File: config.mk
export PLATFORM = sky130hd
export DESIGN_NAME = agu_top
export DESIGN_NICKNAME = d
export VERILOG_FILES = /design/src/rtl/agu_pkg.sv /design/src/rtl/agu_disp_ext.sv /design/src/rtl/agu_calc.sv /design/src/rtl/agu_ptr_fetch.sv /design/src/rtl/agu_top.sv
export SDC_FILE = /design/constraint.sdc
export NUM_CORES = 1
export LEC_CHECK = 0
export ABC_AREA = 1
export CORE_ASPECT_RATIO = 0.9
export CORE_MARGIN = 4
export CORE_UTILIZATION = 30
export DETAILED_ROUTE_END_ITERATION = 8
export HOLD_SLACK_MARGIN = 0.03
export SETUP_SLACK_MARGIN = 0.4
export SLEW_MARGIN = 20
export SYNTH_ARGS = -nofsm -noshare
export SYNTH_HDL_FRONTEND = slang
export SYNTH_SLANG_ARGS = --single-unit
File: constraint.sdc
create_clock -name clk_i -period 9 [get_ports clk_i]
set_clock_uncertainty 0.15 [all_clocks]
set_input_delay 1.8 -clock clk_i [delete_from_list [all_inputs] [get_ports clk_i]]
set_output_delay 1.8 -clock clk_i [all_outputs]
set_load 0.01 [all_outputs]
File: src/rtl/agu_pkg.sv
package agu_pkg;
  localparam int unsigned ADDR_W  = 32;
  localparam int unsigned MODE_W  = 4;
  localparam int unsigned SCALE_W = 2;
  localparam int unsigned DSZ_W   = 2;
  localparam int unsigned NUM_DSZ = 3;

  typedef enum logic [MODE_W-1:0] {
    AM_DISP    = 4'd0,
    AM_REGIND  = 4'd1,
    AM_IDXBASE = 4'd2,
    AM_SCALED  = 4'd3,
    AM_POSTINC = 4'd4,
    AM_PREIDX  = 4'd5,
    AM_MEMIND  = 4'd6,
    AM_PCREL   = 4'd7
  } am_mode_e;

  typedef enum logic {
    PF_IDLE = 1'b0,
    PF_WAIT = 1'b1
  } pf_state_e;

  typedef struct packed {
    logic [ADDR_W-1:0] addr;
    logic              wb_en;
    logic [ADDR_W-1:0] wb_val;
    logic              illegal;
    logic              indirect;
  } agu_calc_t;
endpackage

File: src/rtl/agu_disp_ext.sv
module agu_disp_ext
  import agu_pkg::*;
(
  input  logic [ADDR_W-1:0] imm_i,
  input  logic [DSZ_W-1:0]  dsz_i,
  output logic [ADDR_W-1:0] off16_o,
  output logic [ADDR_W-1:0] offsel_o
);
  logic [ADDR_W-1:0] ext [NUM_DSZ];

  // One sign-extender per supported size: 8, 16, 32 bits.
  for (genvar g = 0; g < NUM_DSZ; g++) begin : g_ext
    localparam int unsigned SH = ADDR_W - (8 << g);
    logic signed [ADDR_W-1:0] shl;
    assign shl    = $signed(imm_i << SH);
    assign ext[g] = shl >>> SH;
  end

  assign off16_o = ext[1];

  always_comb begin
    case (dsz_i)
      2'd0:    offsel_o = ext[0];
      2'd1:    offsel_o = ext[1];
      default: offsel_o = ext[2];
    endcase
  end
endmodule

File: src/rtl/agu_calc.sv
module agu_calc
  import agu_pkg::*;
(
  input  logic [MODE_W-1:0]  mode_i,
  input  logic [ADDR_W-1:0]  base_i,
  input  logic [ADDR_W-1:0]  index_i,
  input  logic [ADDR_W-1:0]  imm_i,
  input  logic [DSZ_W-1:0]   dsz_i,
  input  logic [SCALE_W-1:0] scale_i,
  input  logic [ADDR_W-1:0]  pc_i,
  output agu_calc_t          res_o
);
  logic [ADDR_W-1:0] off16;
  logic [ADDR_W-1:0] offsel;
  logic [ADDR_W-1:0] scaled_idx;
  logic [ADDR_W-1:0] base_imm;

  agu_disp_ext u_ext (
    .imm_i    (imm_i),
    .dsz_i    (dsz_i),
    .off16_o  (off16),
    .offsel_o (offsel)
  );

  assign scaled_idx = index_i << scale_i;
  assign base_imm   = base_i + imm_i;

  always_comb begin
    res_o = '0;
    case (mode_i)
      AM_DISP:    res_o.addr = base_i + off16;
      AM_REGIND:  res_o.addr = base_i;
      AM_IDXBASE: res_o.addr = base_i + index_i;
      AM_SCALED:  res_o.addr = base_i + scaled_idx + offsel;
      AM_POSTINC: begin
        res_o.addr   = base_i;
        res_o.wb_en  = 1'b1;
        res_o.wb_val = base_i + 1'b1;
      end
      AM_PREIDX: begin
        res_o.addr   = base_imm;
        res_o.wb_en  = 1'b1;
        res_o.wb_val = base_imm;
      end
      AM_MEMIND: begin
        res_o.addr     = base_i;
        res_o.indirect = 1'b1;
      end
      AM_PCREL:   res_o.addr = pc_i + imm_i;
      default:    res_o.illegal = 1'b1;
    endcase
  end
endmodule

File: src/rtl/agu_ptr_fetch.sv
module agu_ptr_fetch
  import agu_pkg::*;
(
  input  logic              clk_i,
  input  logic              rst_n_i,
  input  logic              start_i,
  input  logic [ADDR_W-1:0] ptr_addr_i,
  input  logic              rsp_valid_i,
  input  logic [ADDR_W-1:0] rsp_data_i,
  output logic              busy_o,
  output logic              mem_req_o,
  output logic [ADDR_W-1:0] mem_addr_o,
  output logic              done_o,
  output logic [ADDR_W-1:0] ptr_o
);
  pf_state_e         state_q, state_d;
  logic [ADDR_W-1:0] addr_q, addr_d;
  logic              addr_en;

  always_comb begin
    state_d = state_q;
    case (state_q)
      PF_IDLE: if (start_i)     state_d = PF_WAIT;
      PF_WAIT: if (rsp_valid_i) state_d = PF_IDLE;
      default:                  state_d = PF_IDLE;
    endcase
  end

  assign addr_en = start_i && (state_q == PF_IDLE);
  assign addr_d  = ptr_addr_i;

  always_ff @(posedge clk_i or negedge rst_n_i) begin
    if (!rst_n_i) begin
      state_q <= PF_IDLE;
      addr_q  <= '0;
    end else begin
      state_q <= state_d;
      if (addr_en) addr_q <= addr_d;
    end
  end

  assign busy_o     = (state_q == PF_WAIT);
  assign mem_req_o  = busy_o;
  assign mem_addr_o = addr_q;
  assign done_o     = busy_o && rsp_valid_i;
  assign ptr_o      = rsp_data_i;

  // an outstanding read keeps its request and address until answered.
  p_req_hold_r9: assert property (@(posedge clk_i) disable iff (!rst_n_i)
    (mem_req_o && !rsp_valid_i) |=> (mem_req_o && $stable(mem_addr_o)));

  // a fetch is only launched from idle.
  p_start_idle_r10: assert property (@(posedge clk_i) disable iff (!rst_n_i)
    start_i |-> !busy_o);
endmodule

File: src/rtl/agu_top.sv
module agu_top
  import agu_pkg::*;
(
  input  logic               clk_i,
  input  logic               rst_n_i,
  input  logic               req_valid_i,
  input  logic [MODE_W-1:0]  mode_i,
  input  logic [ADDR_W-1:0]  base_i,
  input  logic [ADDR_W-1:0]  index_i,
  input  logic [ADDR_W-1:0]  imm_i,
  input  logic [DSZ_W-1:0]   dsz_i,
  input  logic [SCALE_W-1:0] scale_i,
  input  logic [ADDR_W-1:0]  pc_i,
  input  logic               mem_rsp_valid_i,
  input  logic [ADDR_W-1:0]  mem_rsp_data_i,
  output logic               busy_o,
  output logic               mem_req_o,
  output logic [ADDR_W-1:0]  mem_addr_o,
  output logic               ea_valid_o,
  output logic [ADDR_W-1:0]  ea_addr_o,
  output logic               wb_en_o,
  output logic [ADDR_W-1:0]  wb_val_o,
  output logic               illegal_o
);
  // Reset: asserted asynchronously, released on the clock.
  logic [1:0] rst_sync_q;
  logic       rst_n;

  always_ff @(posedge clk_i or negedge rst_n_i) begin
    if (!rst_n_i) rst_sync_q <= '0;
    else          rst_sync_q <= {rst_sync_q[0], 1'b1};
  end
  assign rst_n = rst_sync_q[1];

  agu_calc_t         calc;
  logic              accept;
  logic              launch_ind;
  logic              ptr_done;
  logic [ADDR_W-1:0] ptr_val;

  agu_calc u_calc (
    .mode_i  (mode_i),
    .base_i  (base_i),
    .index_i (index_i),
    .imm_i   (imm_i),
    .dsz_i   (dsz_i),
    .scale_i (scale_i),
    .pc_i    (pc_i),
    .res_o   (calc)
  );

  assign accept     = req_valid_i && !busy_o;
  assign launch_ind = accept && calc.indirect;

  agu_ptr_fetch u_fetch (
    .clk_i       (clk_i),
    .rst_n_i     (rst_n),
    .start_i     (launch_ind),
    .ptr_addr_i  (calc.addr),
    .rsp_valid_i (mem_rsp_valid_i),
    .rsp_data_i  (mem_rsp_data_i),
    .busy_o      (busy_o),
    .mem_req_o   (mem_req_o),
    .mem_addr_o  (mem_addr_o),
    .done_o      (ptr_done),
    .ptr_o       (ptr_val)
  );

  // Result register: next-state
  logic              res_load;
  logic              vld_d, wb_en_d, ill_d;
  logic [ADDR_W-1:0] addr_d, wb_val_d;
  logic              vld_q, wb_en_q, ill_q;
  logic [ADDR_W-1:0] addr_q, wb_val_q;

  always_comb begin
    res_load = (accept && !calc.indirect) || ptr_done;
    vld_d    = res_load;
    addr_d   = ptr_done ? ptr_val : calc.addr;
    wb_en_d  = accept && !calc.indirect && calc.wb_en;
    wb_val_d = calc.wb_val;
    ill_d    = accept && calc.illegal;
  end

  always_ff @(posedge clk_i or negedge rst_n) begin
    if (!rst_n) begin
      vld_q    <= 1'b0;
      wb_en_q  <= 1'b0;
      ill_q    <= 1'b0;
      addr_q   <= '0;
      wb_val_q <= '0;
    end else begin
      vld_q   <= vld_d;
      wb_en_q <= wb_en_d;
      ill_q   <= ill_d;
      if (res_load) begin
        addr_q   <= addr_d;
        wb_val_q <= wb_val_d;
      end
    end
  end

  assign ea_valid_o = vld_q;
  assign ea_addr_o  = addr_q;
  assign wb_en_o    = wb_en_q;
  assign wb_val_o   = wb_val_q;
  assign illegal_o  = ill_q;

  // while waiting without a response, no result is produced next cycle.
  p_busy_no_result_r10: assert property (@(posedge clk_i) disable iff (!rst_n)
    (busy_o && !mem_rsp_valid_i) |=> !ea_valid_o);

  // a pointer response becomes the result one cycle later.
  p_ptr_result_r9: assert property (@(posedge clk_i) disable iff (!rst_n)
    (busy_o && mem_rsp_valid_i) |=>
      (ea_valid_o && !wb_en_o && (ea_addr_o == $past(mem_rsp_data_i))));

  // an illegal result never carries a writeback.
  p_illegal_no_wb_r11: assert property (@(posedge clk_i) disable iff (!rst_n)
    illegal_o |-> (ea_valid_o && !wb_en_o));

  // post-increment writes back address plus one.
  p_postinc_wb_r6: assert property (@(posedge clk_i) disable iff (!rst_n)
    (req_valid_i && !busy_o && (mode_i == AM_POSTINC)) |=>
      (wb_en_o && (wb_val_o == ea_addr_o + 1'b1)));

  // writeback only ever accompanies a valid result.
  p_wb_with_valid_r12: assert property (@(posedge clk_i) disable iff (!rst_n)
    wb_en_o |-> ea_valid_o);
endmodule

[Yosys cells after proc, flatten, opt, wreduce, memory -nomap -nowiden]
Index checks and enable logic that the tools add are counted.
Cells by class
  $add $sub $neg: 7
  multipliers: 0
  divide/modulo/power cells: 0
  order comparisons: 0
  eq/ne operators: 8
  shift-type cells: 1
  multiplexer cells: 9
  bitwise gates (word level): 1
  reduce and logical (&&, ||, !) cells: 14
Operators with widths (count)
  adder 32 bit: 6
  one-hot mux 32 bit (6 select lines): 1
  one-hot mux 33 bit (2 select lines): 1
  one-hot mux 32 bit (2 select lines): 1
  adder 32 x 1 -> 32 bit (second input constant): 1
  2-to-1 mux 32 bit: 1
  left shift 32 x 2 -> 32 bit: 1
  == test 4 x 3 -> 1 bit (second input constant): 4
  == test 4 x 2 -> 1 bit (second input constant): 2
  OR reduction 8 bit: 1
  logical AND 1 bit: 7
  == test 4 x 1 -> 1 bit (second input constant): 1
  zero test 4 bit: 1
  2-to-1 mux 1 bit: 4
  OR reduction 3 bit: 1
  == test 2 x 1 -> 1 bit (second input constant): 1
  zero test 1 bit: 2
  zero test 2 bit: 1
  one-hot mux 1 bit (2 select lines): 1
  logical OR 1 bit: 1
  NOT 1 bit: 1
Word-level totals
  bits in registers: 102
  latch bits: 0
  memory bits (writable): 0
  bits in read-only memories: 0
  bits of input ports: 172
  output and inout port bits: 101
  logic and storage cells: 48
  memories kept: 0

[Logic depth before layout (Yosys ltp)]
Gate-level depths: netlist of the first run.
  word-level depth: 5
  depth in mapped cells: 25
  depth with buffers taken out: 22

[Hierarchy]
Synthesis of the first run repeated with hierarchy kept, for this count alone.
Second synthesis, totals
  cell total of the unflattened synthesis: 3204
  area total of the unflattened synthesis: 18039.8 sq um
Modules (own cells, without submodules)
  agu_calc: instances 1, cells each 2531, area an instance 12673.4 sq um, sequential area each 0.0 sq um
  agu_top: instances 1, cells each 397, area an instance 3141.8 sq um, sequential area each 1726.7 sq um
  agu_ptr_fetch: instances 1, cells each 177, area an instance 1597.8 sq um, sequential area each 825.8 sq um
  agu_disp_ext: instances 1, cells each 99, area an instance 626.9 sq um, sequential area each 0.0 sq um

[Least setup slack after synthesis of the first run]
No wires, ideal clock.
  path type: input -> register
  start point: input scale_i[0]
  end point: register addr_q[9] (netlist: ea_addr_o[9])
  setup time: 0.124 ns
  data arrival time: 4.563 ns
  data required time: 8.726 ns
  path slack: 4.163 ns
  stages on the path: 18
  buffers on the path: 2
  cell sequence: buf_4 -> buf_2 -> o21ai_0 -> nor2_1 -> fa_1 -> ha_1 -> fa_1 -> nand3_1 -> nand3_1 -> nand2_1 -> nand2_1 -> or2_2 -> nand3_1 -> o21ai_0 -> nor2_1 -> nand2_1 -> nand2_1 -> nand3_1
On the way
  cells in the longest elaborated chain, start to end: 5
Ends and longest elaborated chain
  from (decl): RTL line agu_top.sv:12  | input logic [SCALE_W-1:0] scale_i,
  left shift 32 x 2 -> 32 bit: RTL line agu_calc.sv:25  | assign scaled_idx = index_i << scale_i;
  adder 32 bit (2 in series): RTL line agu_calc.sv:34  | AM_SCALED: res_o.addr = base_i + scaled_idx + offsel;
  one-hot mux 32 bit (6 select lines): RTL line agu_calc.sv:30  | case (mode_i)
  2-to-1 mux 32 bit: RTL line agu_top.sv:79  | addr_d = ptr_done ? ptr_val : calc.addr;
  to (signal assigned): RTL line agu_top.sv:97  | addr_q <= addr_d;
  to (decl): RTL line agu_top.sv:74  | logic [ADDR_W-1:0] addr_q, wb_val_q;
No other way between the ends.
A chain may end at the register's enable or synchronous reset.

[Worst setup path in the final report of the first run]
  start point: input imm_i[7]
  end point: register addr_q[26] (netlist: ea_addr_o[26])
On the way
  cells in the longest elaborated chain, start to end: 4
  elaborated cells on any way between the ends: 7
  those cells by class: add/sub: 4; mux: 3
Ends and longest elaborated chain
  from (decl): RTL line agu_top.sv:10  | input logic [ADDR_W-1:0] imm_i,
  one-hot mux 32 bit (2 select lines): RTL line agu_disp_ext.sv:22  | case (dsz_i)
  adder 32 bit: RTL line agu_calc.sv:34
  one-hot mux 32 bit (6 select lines) *: RTL line agu_calc.sv:30
  2-to-1 mux 32 bit *: RTL line agu_top.sv:79
Every way passes the cells marked *; elsewhere a longest branch is shown, timed or not.

==> flow_summary.yaml, run 1 <==
critical_path:
  crit_slowest_cell: "clkdlybuf4s50_1"
  r2r_setup_slack_ns: 6.26
  cp_top_family: "simple AND/OR/NAND/NOR gates"
  critPathKind: "in -> reg"
  reg2reg_depth: 9
  cp.arrival_ns: 6.25
  rr_endpoint: "wb_val_o[20]"
  required_ns: 9.11
  cp_max_fo: 14
  start_kind: "input pin"
  cp_slowest_stage_delay_ns: 0.74
  r2r-start: "u_fetch.busy_o"
  cp_cell_sequence: "clkdlybuf4s50_1 > nand2_1 > nand2_1 > inv_1 > nand2_1 > fa_1 > ha_1 > nand2_1 > nor2_1 > and3_1 > nand3_1 > nand2_1 > nand2_1 > nand3_1 > nand2_1 > nor2_1 > nand2_1 > nand2_1 > nand2_1"
  cp-end-kind: "flip-flop"
  crit_top_cell: "nand2_1"
  critPathBufInv: 2
floorplan:
  core_um2: 55700
  dieArea_um2: 60200
  die_h_um: 233
  die_w_um: 258
  fp-row-count: 82
  initial_core_util_pct: 30.4
  io_pins: 273
timing:
  worstMarginPinSlew_ns: 0.969
  finalWorstSetupSlack_ns: 2.86
  hold_viol: 0
  setup_tns_ns: 0
  min_period_ns: 6.14
  maxSlewViolCount: 0
  maxSlewHeadroom_pct: 35.4
  setup_viol: 0
  fmaxAchievable_ghz: 0.163
  fin_crit_sh_pct: 68.2
  rsz0062_at_grt: "no"
clocking:
  cts_buffers: 9
  cts_tree: "done"
  clk_latency_ns: 0.37
  cts_hold_buf: 0
  cts_resized: 0
  root_buffer: "clkbuf_16"
  path_clk_slew_ns: 0.07
  cts_setup_buffers: 0
  clockBufferDepth: 2
  htree_levels: 3
  cts_num_sinks: 102
power_and_ir_drop:
  power-per-cell-area_nw_per_um2: 127
  leakage_nw: 11.0
  irDropWorstVdd_mv: 0.0716
finish:
  final_area_um2: 20800
  drive_gt1_share_pct: 4.13
  post-route-util_pct: 37.3
  nNetsFinal: 3574
  diodes: 0
  area_delta_synth_final_pct: 22.8
detailed_routing:
  drc: 0
  drt-initial-drc-count: 1970
  wl_per_cell_um: 20.2
  ant_nets: 0
  totalWireLength_um: 80900
  vias_per_cell: 5.10
  dr.pass1.iters: 5
  via_count: 20406
run:
  max-cap-violations: 0
synth:
  yosys_most_used_dff: "dfrtp_1"
  syn_avg_cell_area_um2: 5.65
  ys_seq_area_share_pct: 15.1
  synth-async-reset-ratio_pct: 100
  yosysWarnings: 0
  synth_seq_cells: 102
  ys_types: 54
  syn_inst: 2995
  synth_edf_count: 0
  synth_nets: 3326
  syn_area_um2: 16900
run_status:
  status: "completed"
placement:
  placed_cell_area_um2: 20500
  dp_hpwl_um: 68700
  gp_congestion: 1.05
  place_ws_ns: 2.60
  port_buffers: 272
worst_hold_path:
  hold_path.class: "reg -> async"
global_routing:
  antenna_found_initial: 5
  grt_pass1_wl_um: 119000
  overflow: 0
  grt_usage_pct: 26.0
  grt_pass1_vias: 19042
  grt_max_degree: 69
-- area by class of cell --
class                      count  area [µm²]
sequential                   102        2560
tap                          756         946
timing repair buffer         292        2860
clock buffer                  11         243
fill                        6270       34900
inverter                     482        1810
multi-input combinational   2356       12300
clock inverter                 5        57.6
-- sequential cells by signal (all words and copies together), names as in the netlist --
signal	count
rst_sync_q	2
ea_valid_o	1
wb_val_o	32
ea_addr_o	32
wb_en_o	1
u_fetch.busy_o	1
illegal_o	1
u_fetch.mem_addr_o	32
-- Yosys cell counts, types with 9 or more instances --
master / number / area, µm²
nor3_2: 9 / 90.1
nand3b_1: 17 / 128
nor3_1: 28 / 140
nand4_1: 29 / 181
fa_1: 35 / 701
nor2_1: 234 / 878
or2_1: 9 / 56.3
a31oi_1: 33 / 206
nor4_1: 10 / 62.6
o21ai_1: 9 / 45.0
clkbuf_1: 16 / 60.1
o211ai_1: 11 / 82.6
mux2i_1: 35 / 350
nand2_1: 1152 / 4320
nand3_1: 224 / 1120
a21oi_1: 128 / 641
o21ai_0: 132 / 661
o21bai_1: 11 / 82.6
ha_1: 124 / 1550
nand2_2: 16 / 100
inv_1: 463 / 1740
a22o_1: 21 / 184
buf_2: 29 / 145
inv_2: 18 / 67.6
nor2_2: 11 / 68.8
dfrtp_1: 102 / 2550
or2_2: 21 / 131
-- how the worst max path moves through the flow --
stage	slack [ns]	endpoint	depth (start not counted)	start
after floorplan	4.16	ea_addr_o[9]	18	scale_i[0]
after global placement	2.63	ea_addr_o[25]	20	imm_i[7]
after detailed placement	2.60	u_fetch.mem_addr_o[26]	19	imm_i[7]
after CTS	3.00	ea_addr_o[26]	19	imm_i[7]
after global routing	2.62	u_fetch.mem_addr_o[26]	19	imm_i[7]
final	2.86	ea_addr_o[26]	19	imm_i[7]
-- routing by layer --
metal	vias to the layer above	wire length, µm	global-route usage [%]
met5	-	11	0
met4	2	2450	7.86
met3	111	7890	4.98
met2	917	34100	40.0
met1	9370	36400	36.9
li1	10006	-	-
-- logic make-up after synthesis --
group / Yosys count / synth area share [%]
other: 1 / 0.0222
AND/OR/NAND/NOR: 1789 / 44.7
adder cells (fa/ha/maj): 159 / 13.3
AO/OA/AOI/OAI: 365 / 12.2
multiplexers: 36 / 2.14
buffers and inverters: 537 / 12.3
XOR/XNOR: 6 / 0.311
flip-flops: 102 / 15.1
-- cell usage in the layout (no fill, tap or decap), types with 16 or more instances in the layout --
cell type        instances
nor2_1                 234
inv_2                   18
buf_4                   20
inv_1                  463
or2_2                   21
ha_1                   124
o21ai_0                132
clkdlybuf4s50_1        270
dfrtp_1                101
nand4_1                 29
nand3_1                224
a31oi_1                 33
nand2_2                 16
nand3b_1                17
mux2i_1                 35
nand2_1               1152
a21oi_1                128
fa_1                    35
nor3_1                  28
a22o_1                  21
-- metrics by stage --
step           power [mW]  cells  hold WS, ns
6_report             2.64   4004        0.116
5_1_grt              2.84   4004        0.167
3_3_place_gp         2.20   3988        0.137
3_5_place_dp         2.20   3988        0.135
2_1_floorplan        1.55   2995        0.181
4_1_cts              2.63   4004        0.145
-- power breakdown --
part / internal (mW) / switching [mW] / total [mW]
Clock: 0.224 / 0.189 / 0.413
Combinational: 0.604 / 1.04 / 1.64
Sequential: 0.536 / 0.0522 / 0.588
-- worst register-to-register path, cell delays in order, from the launching register on --
cell	delay [ns]
dfrtp_1	0.38
inv_1	0.07
nand2_1	0.18
inv_1	0.08
nand2_2	0.16
inv_4	0.18
nor2_8	0.48
inv_2	0.56
nor2_1	0.29
a31oi_1	0.06
No activity file was read; power rests on OpenSTA's default activity.
==> run 2, diff against run 1 <==
- clock period: 9 -> 5.76 ns (I/O delays scaled with it)
==> run 2 against run 1 <==
Against the previous run: combinational power up 59%; sequential cell count unchanged; design area increased by 1.6%; die area unchanged; sequential share of layout area fell by 0.20 points; register-to-register slack got worse by 3.0 ns; via count up 1.4%; total power up 61%; global-route usage rose by 0.64 points; critical endpoint is now u_fetch.mem_addr_o[25]; largest power group unchanged; highest routed layer unchanged.
==> flow_summary.yaml, run 2 (synthesis gave the netlist of run 1 again) <==
detailed_routing:
  top_layer_used: "met5"
  drc: 0
  dr.pass1.iters: 6
  ant_nets: 0
  routed-wl-met2_um: 34400
  wl_per_cell_um: 20.5
  drt-initial-drc-count: 2107
  via_count: 20693
  route.met3.wl_um: 9080
  vias_per_cell: 5.12
  m1WireLength_um: 37000
  totalWireLength_um: 82900
placement:
  gp_congestion: 1.10
  dp_hpwl_um: 71800
  placed_cell_area_um2: 20700
  place_ws_ns: 0.292
  port_buffers: 272
  dp.cells: 4026
critical_path:
  required_ns: 5.88
  worstSetupEndpoint: "u_fetch.mem_addr_o[25]"
  crit_start: "dsz_i[1]"
  rr_endpoint: "wb_val_o[13]"
  cp.arrival_ns: 5.23
  critPathKind: "in -> reg"
  cp-end-kind: "flip-flop"
  start_kind: "input pin"
  reg2reg_depth: 8
  r2r-start: "u_fetch.busy_o"
  cp_max_fo: 11
  r2r_setup_slack_ns: 3.24
floorplan:
  dieArea_um2: 60200
  die_w_um: 258
  die_h_um: 233
  core_um2: 55700
  io_pins: 273
  initial_core_util_pct: 30.4
  fp-row-count: 82
global_routing:
  overflow: 0
  grt_pass1_wl_um: 121000
  grt_pass1_vias: 19012
  grt_max_degree: 72
  grt_usage_pct: 26.6
  antenna_found_initial: 3
clocking:
  cts_num_sinks: 102
  cts_hold_buf: 0
  cts_buffers: 9
  cts_tree: "done"
  path_clk_slew_ns: 0.08
  htree_levels: 3
  clk_latency_ns: 0.37
  clockBufferDepth: 2
  root_buffer: "clkbuf_16"
finish:
  layout_common_cells: "nand2_1 (1152), inv_1 (462), clkdlybuf4s50_1 (270)"
  final_common_cell: "nand2_1"
  nNetsFinal: 3613
  multi_input_area_um2: 12300
  final_area_um2: 21100
  drive_gt1_share_pct: 5.32
  fillers: 6174
  finalNonFillerCells: 4043
  post-route-util_pct: 37.9
  area_delta_synth_final_pct: 24.8
  diodes: 0
  register_area_um2: 2560
timing:
  whs_ns: 0.104
  worstMarginPinSlew_ns: 0.979
  min_period_ns: 5.12
  maxSlewHeadroom_pct: 34.7
  fin_crit_sh_pct: 88.8
  hold_viol: 0
  maxSlewViolCount: 0
  rsz0062_at_grt: "no"
  setup_tns_ns: 0
  setup_viol: 0
  finalWorstSetupSlack_ns: 0.645
  fmaxAchievable_ghz: 0.195
run_status:
  status: "completed"
power_and_ir_drop:
  power-per-cell-area_nw_per_um2: 201
  leakage_nw: 11.2
  irDropWorstVdd_mv: 0.137
  p_total_mw: 4.24
run:
  max-cap-violations: 0
worst_hold_path:
  hold_path.class: "reg -> async"
run 2: changes by cell type in the layout (fill, tap and decap cells not counted), sizes merged:
cell / delta
buf: +39
bufinv: +2
clkinvlp: +2
inv: -1
clkbuf: -2
clkinv: -1
run 2: worst max-delay path, stage by stage:
cell,delay [ns]
clkdlybuf4s50_1,0.62
nor2_2,0.21
nand2_1,0.11
nand2_1,0.15
clkinvlp_4,0.25
nand2_1,0.15
fa_1,0.42
ha_1,0.45
nand2_1,0.19
nor2_1,0.21
inv_1,0.09
nor2_1,0.16
nand3_1,0.13
nand3_1,0.14
nand2_1,0.09
nand3_1,0.07
nand2_1,0.07
nor2_1,0.25
nand2_1,0.16
nand2_1,0.09
nand2_1,0.05
run 2: how the worst min path moves through the flow:
stage	slack [ns]	from	endpoint	depth (start not counted)
floorplan	0.18	rst_sync_q[0]	rst_sync_q[1]	0
global placement	0.12	rst_sync_q[1]	wb_val_o[2]	0
detailed placement	0.12	rst_sync_q[1]	wb_val_o[2]	0
CTS	0.13	rst_sync_q[1]	wb_val_o[2]	0
global route	0.15	rst_sync_q[1]	wb_val_o[2]	0
finish	0.10	rst_sync_q[1]	wb_val_o[2]	0
run 2: final cells by class:
cell class,count,area share (%)
Clock buffer,9,1.07
Inverter,482,8.60
Tap cell,756,4.48
Clock inverter,7,0.569
Sequential cell,102,12.1
Multi-Input combinational cell,2356,58.2
Timing Repair Buffer,331,15.0
run 2: layer usage:
metal	vias to the layer above	global-route usage (%)
li1	10103	-
met1	9464	39.0
met2	1015	40.0
met3	109	4.74
met4	2	7.62
met5	-	0
run 2: power breakdown:
group          switching (mW)  internal [mW]  total [mW]
sequential             0.0794          0.837       0.917
clock                   0.300          0.427       0.726
combinational            1.63          0.964        2.60
total                    2.01           2.23        4.24
run 2: timing repair:
action,4_1_cts,5_1_grt
setup endpoints to repair,0,2
gates resized for setup,0,1
setup buffers,0,1
==> run 3, diff against run 2 <==
- SETUP_SLACK_MARGIN: 0.4 -> 0.05
- TNS_END_PERCENT: default -> 100
==> run 3 against run 2 <==
Against the previous run: design area barely moved; routed wire length barely moved; clock power barely moved; register-to-register slack barely moved; core utilization barely moved; sequential power barely moved; clock-buffer cell count did not move; total power barely moved; die area did not move; combinational power barely moved; non-clock buffer count fell by 1; setup slack got worse by 0.068 ns; critical path type unchanged; critical endpoint unchanged.
==> flow_summary.yaml, run 3 (synthesis gave the netlist of run 1 again) <==
run_status:
  status: "completed"
power_and_ir_drop:
  irDropWorstVdd_mv: 0.136
  power-per-cell-area_nw_per_um2: 201
  leakage_nw: 11.2
finish:
  fillers: 6173
  area_delta_synth_final_pct: 24.7
  nNetsFinal: 3612
  diodes: 0
  layout_common_cells: "nand2_1 (1152), inv_1 (463), clkdlybuf4s50_1 (270)"
  final_common_cell: "nand2_1"
  drive_gt1_share_pct: 5.26
  finalNonFillerCells: 4042
clocking:
  cts_resized: 0
  clockBufferDepth: 2
  cts_setup_buffers: 0
  cts_buffers: 9
  cts_num_sinks: 102
  htree_levels: 3
  cts_tree: "done"
  root_buffer: "clkbuf_16"
  cts_hold_buf: 0
  path_clk_slew_ns: 0.08
  clk_latency_ns: 0.37
worst_hold_path:
  hold_path.class: "reg -> async"
timing:
  fin_crit_sh_pct: 90.0
  whs_ns: 0.103
  maxSlewHeadroom_pct: 33.1
  min_period_ns: 5.18
  setup_viol: 0
  maxSlewViolCount: 0
  worstMarginPinSlew_ns: 0.994
  rsz0062_at_grt: "no"
  hold_viol: 0
  setup_tns_ns: 0
  fmaxAchievable_ghz: 0.193
critical_path:
  critPathBufInv: 3
  crit_start: "dsz_i[1]"
  r2r_setup_slack_ns: 3.25
  crit_top_cell: "nand2_1"
  cp_cell_sequence: "clkdlybuf4s50_1 > nor2_2 > nand2_1 > nand2_1 > inv_1 > nand2_1 > fa_1 > ha_1 > nand2_1 > nor2_1 > inv_1 > nor2_1 > nand3_1 > nand3_1 > nand2_1 > nand3_1 > nand2_1 > nor2_1 > nand2_1 > nand2_1 > nand2_1"
  crit_slowest_cell: "clkdlybuf4s50_1"
  cp_max_fo: 14
  cp.arrival_ns: 5.30
  cp_slowest_stage_delay_ns: 0.73
  cp-end-kind: "flip-flop"
  start_kind: "input pin"
  worstSetupEndpoint: "u_fetch.mem_addr_o[25]"
  worstSetupPathDepth: 21
  cp_top_family: "simple AND/OR/NAND/NOR gates"
  rr_endpoint: "wb_val_o[13]"
  reg2reg_depth: 9
  required_ns: 5.88
  critPathKind: "in -> reg"
  r2r-start: "u_fetch.busy_o"
floorplan:
  dieArea_um2: 60200
  core_um2: 55700
  fp-row-count: 82
  io_pins: 273
  initial_core_util_pct: 30.4
  die_h_um: 233
  die_w_um: 258
placement:
  gp_congestion: 1.10
  dp_hpwl_um: 71800
  dp.cells: 4026
  port_buffers: 272
detailed_routing:
  ant_nets: 0
  wl_per_cell_um: 20.5
  drt-initial-drc-count: 2072
  via_count: 20691
  totalWireLength_um: 82900
  dr.pass1.iters: 6
  drc: 0
  vias_per_cell: 5.12
global_routing:
  grt_max_degree: 72
  grt_usage_pct: 26.6
  grt_pass1_wl_um: 121000
  antenna_found_initial: 3
  overflow: 0
  grt_pass1_vias: 19012
run:
  max-cap-violations: 0
==> run 3: cell types whose count changed in the layout (fill, tap and decap cells not counted), sizes merged <==
cell,delta
inv,+1
clkinvlp,-1
buf,-1
==> run 3: area by class of cell <==
| class | instances | area (µm²) | area share, % |
|---|---|---|---|
| clock buffer | 9 | 225 | 1.07 |
| timing repair buffer | 330 | 3150 | 14.9 |
| multi-input combinational | 2356 | 12300 | 58.2 |
| tap | 756 | 946 | 4.48 |
| inverter | 482 | 1810 | 8.59 |
| sequential | 102 | 2560 | 12.1 |
| clock inverter | 7 | 120 | 0.569 |
==> run 3: stage by stage <==
step                      util (%)  power (mW)  instance area (µm²)  setup slack, ns
after floorplan                  -        2.42                16900             1.57
after CTS                     37.9        4.21                21100            0.689
after global placement        37.2        3.47                20700            0.301
after global routing          37.9        4.55                21100            0.348
final                         37.9        4.24                21100            0.577
after detailed placement      37.2        3.47                20700            0.292
==> run 3: worst min path at each step <==
| stage | startpoint | to | slack, ns | cells after the start |
|---|---|---|---|---|
| global placement | rst_sync_q[1] | wb_val_o[2] | 0.12 | 0 |
| detailed placement | rst_sync_q[1] | wb_val_o[2] | 0.12 | 0 |
| global route | rst_sync_q[1] | wb_val_o[2] | 0.15 | 0 |
| floorplan | rst_sync_q[0] | rst_sync_q[1] | 0.18 | 0 |
| finish | rst_sync_q[1] | wb_val_o[2] | 0.10 | 0 |
| CTS | rst_sync_q[1] | wb_val_o[2] | 0.13 | 0 |
==> run 3: routing by layer <==
metal / up-vias / global-route usage, % / wire length [µm] / part of all wire [%]
met5: - / 0 / 13 / 0.016
met4: 2 / 7.62 / 2550 / 3.1
met3: 119 / 4.74 / 8920 / 11
met2: 964 / 40.0 / 34300 / 41
met1: 9510 / 39.0 / 37100 / 45
li1: 10096 / - / - / -
==> run 3: where the power goes <==
part | internal (mW) | switching (mW) | leakage, nW
clock network | 0.427 | 0.300 | 0.166
registers | 0.837 | 0.0797 | 1.31
logic | 0.963 | 1.63 | 9.72
==> run 3: worst reg2reg max path, stage by stage, from the launching register on <==
cell	delay [ns]
dfrtp_1	0.41
inv_1	0.08
nand2_1	0.14
inv_1	0.10
nand2_2	0.11
inv_4	0.31
nor2_8	0.07
inv_2	0.69
nor2_1	0.13
a31oi_1	0.21
